$ cat src/rtl/dqs_cal_pkg.sv
package dqs_cal_pkg;

    typedef enum logic {
        CAL_GATE = 1'b0,
        CAL_DATA = 1'b1
    } cal_mode_e;

    typedef enum logic [1:0] {
        SEQ_IDLE  = 2'd0,
        SEQ_ISSUE = 2'd1,
        SEQ_WAIT  = 2'd2,
        SEQ_FINAL = 2'd3
    } seq_state_e;

    // Recommended code from a window: midpoint, or late-biased for gating.
    function automatic int unsigned pick_rec(
        input int unsigned s,
        input int unsigned e,
        input cal_mode_e   mode,
        input int unsigned half,
        input int unsigned maxc
    );
        int unsigned mid;
        int unsigned late;
        int unsigned r;
        mid = (s + e) / 2;
        if (mode == CAL_DATA) begin
            r = mid;
        end else begin
            late = (e >= half) ? (e - half) : 0;
            r = (mid > late) ? mid : late;
        end
        if (r > maxc) r = maxc;
        return r;
    endfunction

endpackage

$ cat src/rtl/dqs_cal_seq.sv
module dqs_cal_seq
    import dqs_cal_pkg::*;
#(
    parameter int CODE_W     = 10,
    parameter int STEP       = 4,
    parameter int SWEEP_LAST = 1020
) (
    input  logic              clk,
    input  logic              rst,
    input  logic              start_i,
    input  cal_mode_e         mode_i,
    input  logic              probe_ready_i,
    input  logic              resp_valid_i,
    output logic              probe_valid_o,
    output logic              busy_o,
    output logic              done_o,
    output logic [CODE_W-1:0] code_o,
    output logic              clr_o,
    output logic              step_o,
    output logic              commit_o,
    output cal_mode_e         mode_q_o
);
    localparam logic [CODE_W-1:0] LAST_C = CODE_W'(SWEEP_LAST);
    localparam logic [CODE_W-1:0] STEP_C = CODE_W'(STEP);

    seq_state_e state_q;
    logic       gate_seen_q;
    logic       accept;

    assign accept        = (state_q == SEQ_IDLE) && start_i &&
                           ((mode_i == CAL_GATE) || gate_seen_q);
    assign clr_o         = accept;
    assign step_o        = (state_q == SEQ_WAIT) && resp_valid_i;
    assign commit_o      = (state_q == SEQ_FINAL);
    assign probe_valid_o = (state_q == SEQ_ISSUE);
    assign busy_o        = (state_q != SEQ_IDLE);

    always_ff @(posedge clk) begin
        if (rst) begin
            state_q     <= SEQ_IDLE;
            gate_seen_q <= 1'b0;
            code_o      <= '0;
            done_o      <= 1'b0;
            mode_q_o    <= CAL_GATE;
        end else begin
            done_o <= 1'b0;
            unique case (state_q)
                SEQ_IDLE: begin
                    if (accept) begin
                        code_o   <= '0;
                        mode_q_o <= mode_i;
                        state_q  <= SEQ_ISSUE;
                    end
                end
                SEQ_ISSUE: begin
                    if (probe_ready_i) state_q <= SEQ_WAIT;
                end
                SEQ_WAIT: begin
                    if (resp_valid_i) begin
                        if (code_o == LAST_C) begin
                            state_q <= SEQ_FINAL;
                        end else begin
                            code_o  <= code_o + STEP_C;
                            state_q <= SEQ_ISSUE;
                        end
                    end
                end
                SEQ_FINAL: begin
                    if (mode_q_o == CAL_GATE) gate_seen_q <= 1'b1;
                    done_o  <= 1'b1;
                    state_q <= SEQ_IDLE;
                end
                default: state_q <= SEQ_IDLE;
            endcase
        end
    end

    assert_code_hold_R2: assert property (@(posedge clk) disable iff (rst)
        probe_valid_o && !probe_ready_i |=> probe_valid_o && $stable(code_o));

    assert_code_advance_R2: assert property (@(posedge clk) disable iff (rst)
        step_o && (code_o != LAST_C) |=> probe_valid_o && (code_o == $past(code_o) + STEP_C));

    assert_data_refused_R9: assert property (@(posedge clk) disable iff (rst)
        (state_q == SEQ_IDLE) && start_i && (mode_i == CAL_DATA) && !gate_seen_q |=> !busy_o);

    assert_done_single_R10: assert property (@(posedge clk) disable iff (rst)
        done_o |=> !done_o);

endmodule

$ cat src/rtl/dqs_cal_lane.sv
module dqs_cal_lane
    import dqs_cal_pkg::*;
#(
    parameter int CODE_W   = 10,
    parameter int HALF_CLK = 128
) (
    input  logic              clk,
    input  logic              rst,
    input  logic              clr_i,
    input  logic              step_i,
    input  logic [CODE_W-1:0] code_i,
    input  logic              pass_i,
    input  logic              commit_i,
    input  cal_mode_e         mode_i,
    output logic [CODE_W-1:0] start_o,
    output logic [CODE_W-1:0] end_o,
    output logic [CODE_W-1:0] rec_o,
    output logic [CODE_W-1:0] width_o,
    output logic              bad_o
);
    localparam int unsigned MAX_CODE = (1 << CODE_W) - 1;

    typedef struct packed {
        logic              have;
        logic [CODE_W-1:0] lo;
        logic [CODE_W-1:0] hi;
    } win_t;

    win_t              best_q;
    logic              in_run_q;
    logic [CODE_W-1:0] run_lo_q;
    logic [CODE_W-1:0] run_lo_eff;
    logic [CODE_W-1:0] run_len;
    logic [CODE_W-1:0] best_len;
    logic              take;

    assign run_lo_eff = in_run_q ? run_lo_q : code_i;
    assign run_len    = code_i - run_lo_eff;
    assign best_len   = best_q.hi - best_q.lo;
    assign take       = pass_i && (!best_q.have || (run_len > best_len));

    always_ff @(posedge clk) begin
        if (rst) begin
            best_q   <= '0;
            in_run_q <= 1'b0;
            run_lo_q <= '0;
        end else if (clr_i) begin
            best_q   <= '0;
            in_run_q <= 1'b0;
            run_lo_q <= '0;
        end else if (step_i) begin
            if (pass_i) begin
                in_run_q <= 1'b1;
                run_lo_q <= run_lo_eff;
                if (take) best_q <= '{have: 1'b1, lo: run_lo_eff, hi: code_i};
            end else begin
                in_run_q <= 1'b0;
            end
        end
    end

    always_ff @(posedge clk) begin
        if (rst) begin
            start_o <= '0;
            end_o   <= '0;
            rec_o   <= '0;
            width_o <= '0;
            bad_o   <= 1'b0;
        end else if (commit_i) begin
            if (best_q.have) begin
                start_o <= best_q.lo;
                end_o   <= best_q.hi;
                width_o <= best_len;
                rec_o   <= CODE_W'(pick_rec(32'(best_q.lo), 32'(best_q.hi),
                                            mode_i, HALF_CLK, MAX_CODE));
                bad_o   <= 1'b0;
            end else begin
                start_o <= '0;
                end_o   <= '0;
                width_o <= '0;
                rec_o   <= '0;
                bad_o   <= 1'b1;
            end
        end
    end

    assert_rec_inside_R5: assert property (@(posedge clk) disable iff (rst)
        commit_i ##1 !bad_o |-> (rec_o >= start_o) && (rec_o <= end_o));

    assert_bad_zeroed_R8: assert property (@(posedge clk) disable iff (rst)
        commit_i ##1 bad_o |-> (start_o == '0) && (end_o == '0) && (rec_o == '0) && (width_o == '0));

    assert_width_match_R7: assert property (@(posedge clk) disable iff (rst)
        commit_i |=> bad_o || (width_o == end_o - start_o));

endmodule

$ cat src/rtl/dqs_window_cal.sv
module dqs_window_cal
    import dqs_cal_pkg::*;
#(
    parameter int LANES      = 4,
    parameter int CODE_W     = 10,
    parameter int STEP       = 4,
    parameter int SWEEP_LAST = 1020,
    parameter int HALF_CLK   = 128
) (
    input  logic                     clk,
    input  logic                     rst,
    input  logic                     start_i,
    input  logic                     mode_i,
    output logic                     busy_o,
    output logic                     done_o,
    output logic [CODE_W-1:0]        delay_code_o,
    output logic                     probe_valid_o,
    input  logic                     probe_ready_i,
    input  logic                     resp_valid_i,
    input  logic [LANES-1:0]         resp_fail_i,
    output logic [LANES*CODE_W-1:0]  lane_start_o,
    output logic [LANES*CODE_W-1:0]  lane_end_o,
    output logic [LANES*CODE_W-1:0]  lane_rec_o,
    output logic [LANES*CODE_W-1:0]  lane_width_o,
    output logic [LANES-1:0]         lane_bad_o
);
    logic      clr, step, commit;
    cal_mode_e mode_q;
    cal_mode_e mode_in;

    assign mode_in = cal_mode_e'(mode_i);

    dqs_cal_seq #(
        .CODE_W     (CODE_W),
        .STEP       (STEP),
        .SWEEP_LAST (SWEEP_LAST)
    ) u_seq (
        .clk           (clk),
        .rst           (rst),
        .start_i       (start_i),
        .mode_i        (mode_in),
        .probe_ready_i (probe_ready_i),
        .resp_valid_i  (resp_valid_i),
        .probe_valid_o (probe_valid_o),
        .busy_o        (busy_o),
        .done_o        (done_o),
        .code_o        (delay_code_o),
        .clr_o         (clr),
        .step_o        (step),
        .commit_o      (commit),
        .mode_q_o      (mode_q)
    );

    for (genvar g = 0; g < LANES; g++) begin : g_lane
        dqs_cal_lane #(
            .CODE_W   (CODE_W),
            .HALF_CLK (HALF_CLK)
        ) u_lane (
            .clk      (clk),
            .rst      (rst),
            .clr_i    (clr),
            .step_i   (step),
            .code_i   (delay_code_o),
            .pass_i   (!resp_fail_i[g]),
            .commit_i (commit),
            .mode_i   (mode_q),
            .start_o  (lane_start_o[g*CODE_W +: CODE_W]),
            .end_o    (lane_end_o[g*CODE_W +: CODE_W]),
            .rec_o    (lane_rec_o[g*CODE_W +: CODE_W]),
            .width_o  (lane_width_o[g*CODE_W +: CODE_W]),
            .bad_o    (lane_bad_o[g])
        );
    end

    assert_done_idle_R10: assert property (@(posedge clk) disable iff (rst)
        done_o |-> !busy_o && !probe_valid_o);

    assert_probe_only_busy_R2: assert property (@(posedge clk) disable iff (rst)
        probe_valid_o |-> busy_o);

endmodule

$ cat config.mk
export PLATFORM = sky130hd
export DESIGN_NAME = dqs_window_cal
export DESIGN_NICKNAME = d
export VERILOG_FILES = /design/src/rtl/dqs_cal_pkg.sv /design/src/rtl/dqs_cal_seq.sv /design/src/rtl/dqs_cal_lane.sv /design/src/rtl/dqs_window_cal.sv
export SDC_FILE = /design/constraint.sdc
export NUM_CORES = 1
export LEC_CHECK = 0
export ABC_AREA = 1
export BUFFER_PORTS_ARGS = -buffer_cell sky130_fd_sc_hd__buf_2
export CORE_MARGIN = 1
export CORE_UTILIZATION = 55
export CTS_CLUSTER_DIAMETER = 40
export DETAILED_ROUTE_END_ITERATION = 6
export GPL_TIMING_DRIVEN = 1
export PLACE_DENSITY = 0.75
export SETUP_SLACK_MARGIN = 0.3
export SYNTH_ARGS = -nofsm -noshare
export SYNTH_HDL_FRONTEND = slang
export SYNTH_SLANG_ARGS = --single-unit
$ cat constraint.sdc
create_clock -name clk -period 9.3 [get_ports clk]
set_input_delay 0.93 -clock clk [delete_from_list [all_inputs] [get_ports clk]]
set_output_delay 0.93 -clock clk [all_outputs]
set_load 0.02 [all_outputs]
==> results.toml <==
[status]
status = "finished clean"

[worst_setup_path]
cp_max_fo = 36
end_kind = "flip-flop"
rr_startpoint = "u_seq.code_o[3]"
critPathLaunchType = "flip-flop"
rr_worst_depth = 22
cpLargestDelayFamily = "compound AO/OA/AOI/OAI gates"
regToRegEndpoint = "g_lane[2].u_lane.best_q[19]"
crit_buf_inv = 4
path_cells = "inv_1 > nor2_1 > a21oi_1 > ha_1 > nand2_1 > inv_1 > nand3_1 > o21ai_0 > a21oi_1 > o21ai_0 > xor2_1 > inv_1 > ha_1 > a21oi_1 > nor2_1 > a211oi_1 > o211ai_1 > o21ai_0 > nand2_1 > o21ai_0 > nand2_1 > inv_1"
crit_type = "flip-flop to flip-flop"
crit_required_ps = 9800
cp.arrival_ps = 5460
slowest_delay_ps = 690
r2r_slack_ps = 4330
cp_slowest_cell = "dfxtp_1"

[drt]
via_per_inst = 5.48
drt-total-wl_um = 51100
drc = 0
antenna_left = 0
drt_iter0_drc = 1278
wl_per_cell_um = 15.9
vias = 17700
firstDrtPassIters = 6

[clocking]
numCtsBuffers = 42
hold_buffers = 0
root_buffer = "clkbuf_16"
path_clk_slew_ps = 60
cts-resized-gates = 0
cts_tree = "yes"
cts.path.max_buffers = 3
postCtsSetupRepairBufs = 0
htreeDepth = 2
worst_skew_pair.late_latency_ps = 570
cts_sinks = 289

[sta]
fin_skew_ps = 30.8
drv_slew = 0
max-slew-margin-rel = 0.208
rsz0062_at_grt = "no"
worst_slew_pin_slew_ps = 1190
timing.fmax_ghz = 0.201
setup-violations-final = 0
finalCriticalPeriod_ps = 4970
tns_ps = 0
period_share = 0.534
hold_viol_final = 0

[power_and_ir_drop]
peakVddDrop_mv = 0.240
p_leak_nw = 10.1
design_power_total_w = 0.00505
powerDensity_nw_per_um2 = 244

[global_routing]
grt_pass1_vias = 16400
grt_max_degree = 107
overflow = 0
grt_antenna_before_repair = 1
use_met2 = 0.498
use_met3 = 0.0398
grt_pass1_wl_um = 82400
use_met1 = 0.405
grt_use_total = 0.302
top_usage_layer = "met2"

[min_path]
hold_start = "g_lane[1].u_lane.run_lo_q[0]"
whs_endpoint = "g_lane[1].u_lane.run_lo_q[0]"
holdCritPathClass = "flip-flop to flip-flop"
whs_path_depth = 2

[synth]
syn_area_per_cell_um2 = 6.92
yosysTopAreaCell = "dfxtp_1"
synth_edf_count = 0
synth_top_cells_by_count = "699 x nand2_1, 360 x a21oi_1, 289 x dfxtp_1, 276 x inv_1, 190 x ha_1"
yosys.cell_types.count = 50
synth.most_common_cell = "nand2_1"
netlist_instances = 2629
ys_seq_elements = 289
synthFlopType = "dfxtp_1"
synth_area_leaders = "dfxtp_1 32%, nand2_1 14%, ha_1 13%, a21oi_1 9.9%, inv_1 5.7%"
synth_top_area_frac = 0.318
syn_area_um2 = 18200
yosysSeqAreaShare = 0.318
async_reset_ff_frac = 0
yosys_warnings = 0

[layout]
instances_no_fill = 3222
final_nets = 2949
areaGrowthSynthToFinish_pct = 13.5
drive_above_1_share = 0.113
n_fill_cell = 3099

[flow_run]
cap_violations = 0

[placement]
dpl.hpwl_um = 36900
gp_congestion = 0.952
dp_cells = 3147
portBuffers = 176

[floorplan]
rows = 66
initial_core_util = 0.559
die_w_um = 184
boundaryPins = 187
die_h_um = 184
core_area_um2 = 32500
die-area_um2 = 33800
[sequential cells by signal, indices dropped and copies added, names as in the netlist, 2 cells and up]
| signal | cells |
|---|---|
| g_lane.u_lane.best_q | 76 |
| g_lane.u_lane.start_o | 40 |
| g_lane.u_lane.rec_o | 40 |
| g_lane.u_lane.end_o | 32 |
| g_lane.u_lane.run_lo_q | 40 |
| g_lane.u_lane.in_run_q | 4 |
| u_seq.state_q | 2 |
| u_seq.code_o | 8 |
| g_lane.u_lane.bad_o | 4 |
| g_lane.u_lane.width_o | 40 |
[worst reg2reg max path, stage by stage (launching register included)]
cell and delay (ps):
dfxtp_1 690, inv_1 290, nor2_1 190, a21oi_1 90, ha_1 390, nand2_1 70
inv_1 70, nand3_1 80, o21ai_0 260, a21oi_1 100, o21ai_0 200, xor2_1 170
inv_1 60, ha_1 300, a21oi_1 130, nor2_1 50, a211oi_1 180, o211ai_1 120
o21ai_0 100, nand2_1 690, o21ai_0 510, nand2_1 80, inv_1 50
[cells by family after synthesis]
group / synth area share
other: 0.000413
XOR/XNOR: 0.0385
buffers and inverters: 0.0940
AO/OA/AOI/OAI: 0.168
AND/OR/NAND/NOR: 0.251
flip-flops: 0.318
adder cells (fa/ha/maj): 0.131
[placed cells by master (no fill, tap or decap), types with 5 or more instances in the layout]
cell type | netlist | routed
nand2_1 | 699 | 698
a21oi_1 | 360 | 360
dfxtp_1 | 289 | 289
inv_1 | 276 | 276
ha_1 | 190 | 190
buf_2 | 19 | 175
nand3_1 | 151 | 151
nor2_1 | 153 | 148
o21ai_0 | 87 | 87
xor2_1 | 64 | 64
clkbuf_16 | 0 | 43
nand4_1 | 26 | 26
nor3_1 | 22 | 22
conb_1 | 2 | 22
o21ai_1 | 20 | 20
o21bai_1 | 19 | 19
xnor2_1 | 16 | 16
o21ai_2 | 16 | 16
buf_4 | 17 | 13
nor4_1 | 11 | 11
a21o_1 | 10 | 10
nand3b_1 | 9 | 9
inv_2 | 9 | 9
a211oi_1 | 7 | 7
a21oi_2 | 7 | 7
nor2_2 | 2 | 7
inv_6 | 0 | 7
bufinv_16 | 0 | 7
o211ai_1 | 6 | 6
a31oi_1 | 6 | 6
clkbuf_1 | 83 | 5
[metrics by stage]
| stage | utilization | setup slack, ps | hold WS (ps) | instance area, um2 |
|---|---|---|---|---|
| 6_report | 0.635 | 4330 | 442 | 20700 |
| 5_1_grt | 0.635 | 3820 | 457 | 20700 |
| 4_1_cts | 0.635 | 4390 | 441 | 20700 |
| 3_5_place_dp | 0.589 | 4500 | 430 | 19200 |
| 3_3_place_gp | 0.589 | 4660 | 427 | 19200 |
| 2_1_floorplan | - | 5560 | 417 | 18300 |
[routing by layer]
metal,vias up,part of all wire
met1,8218,0.45
met4,0,0.023
met3,80,0.062
met2,531,0.46
li1,8836,-
met5,-,0
[final cells by class]
class	instances	area (um2)	area share
antenna	1	2.50	0.000121
clock buffer	51	1140	0.0550
clock inverter	23	345	0.0167
inverter	285	1070	0.0518
multi-input combinational	1943	10800	0.522
sequential	289	5790	0.280
tap	442	553	0.0268
timing repair buffer	188	973	0.0471
[how the worst max path moves through the flow]
stage,startpoint,to,slack [ps],cells after the start
final,u_seq.code_o[3],g_lane[2].u_lane.best_q[19],4330,22
after global routing,u_seq.code_o[3],g_lane[2].u_lane.best_q[19],3820,22
after CTS,u_seq.code_o[3],g_lane[2].u_lane.best_q[19],4390,22
after detailed placement,u_seq.code_o[3],g_lane[2].u_lane.best_q[19],4500,22
after global placement,u_seq.code_o[3],g_lane[2].u_lane.best_q[19],4660,22
after floorplan,g_lane[2].u_lane.in_run_q,g_lane[2].u_lane.best_q[7],5560,23
[report_power, final]
part           switching (W)  leakage, nW  total [W]  internal (W)
sequential         0.0000718         2.33    0.00136       0.00129
combinational        0.00131         7.01    0.00199      0.000683
clock               0.000620        0.721    0.00169       0.00108
Note: power is estimated with default switching activity, not from simulation.
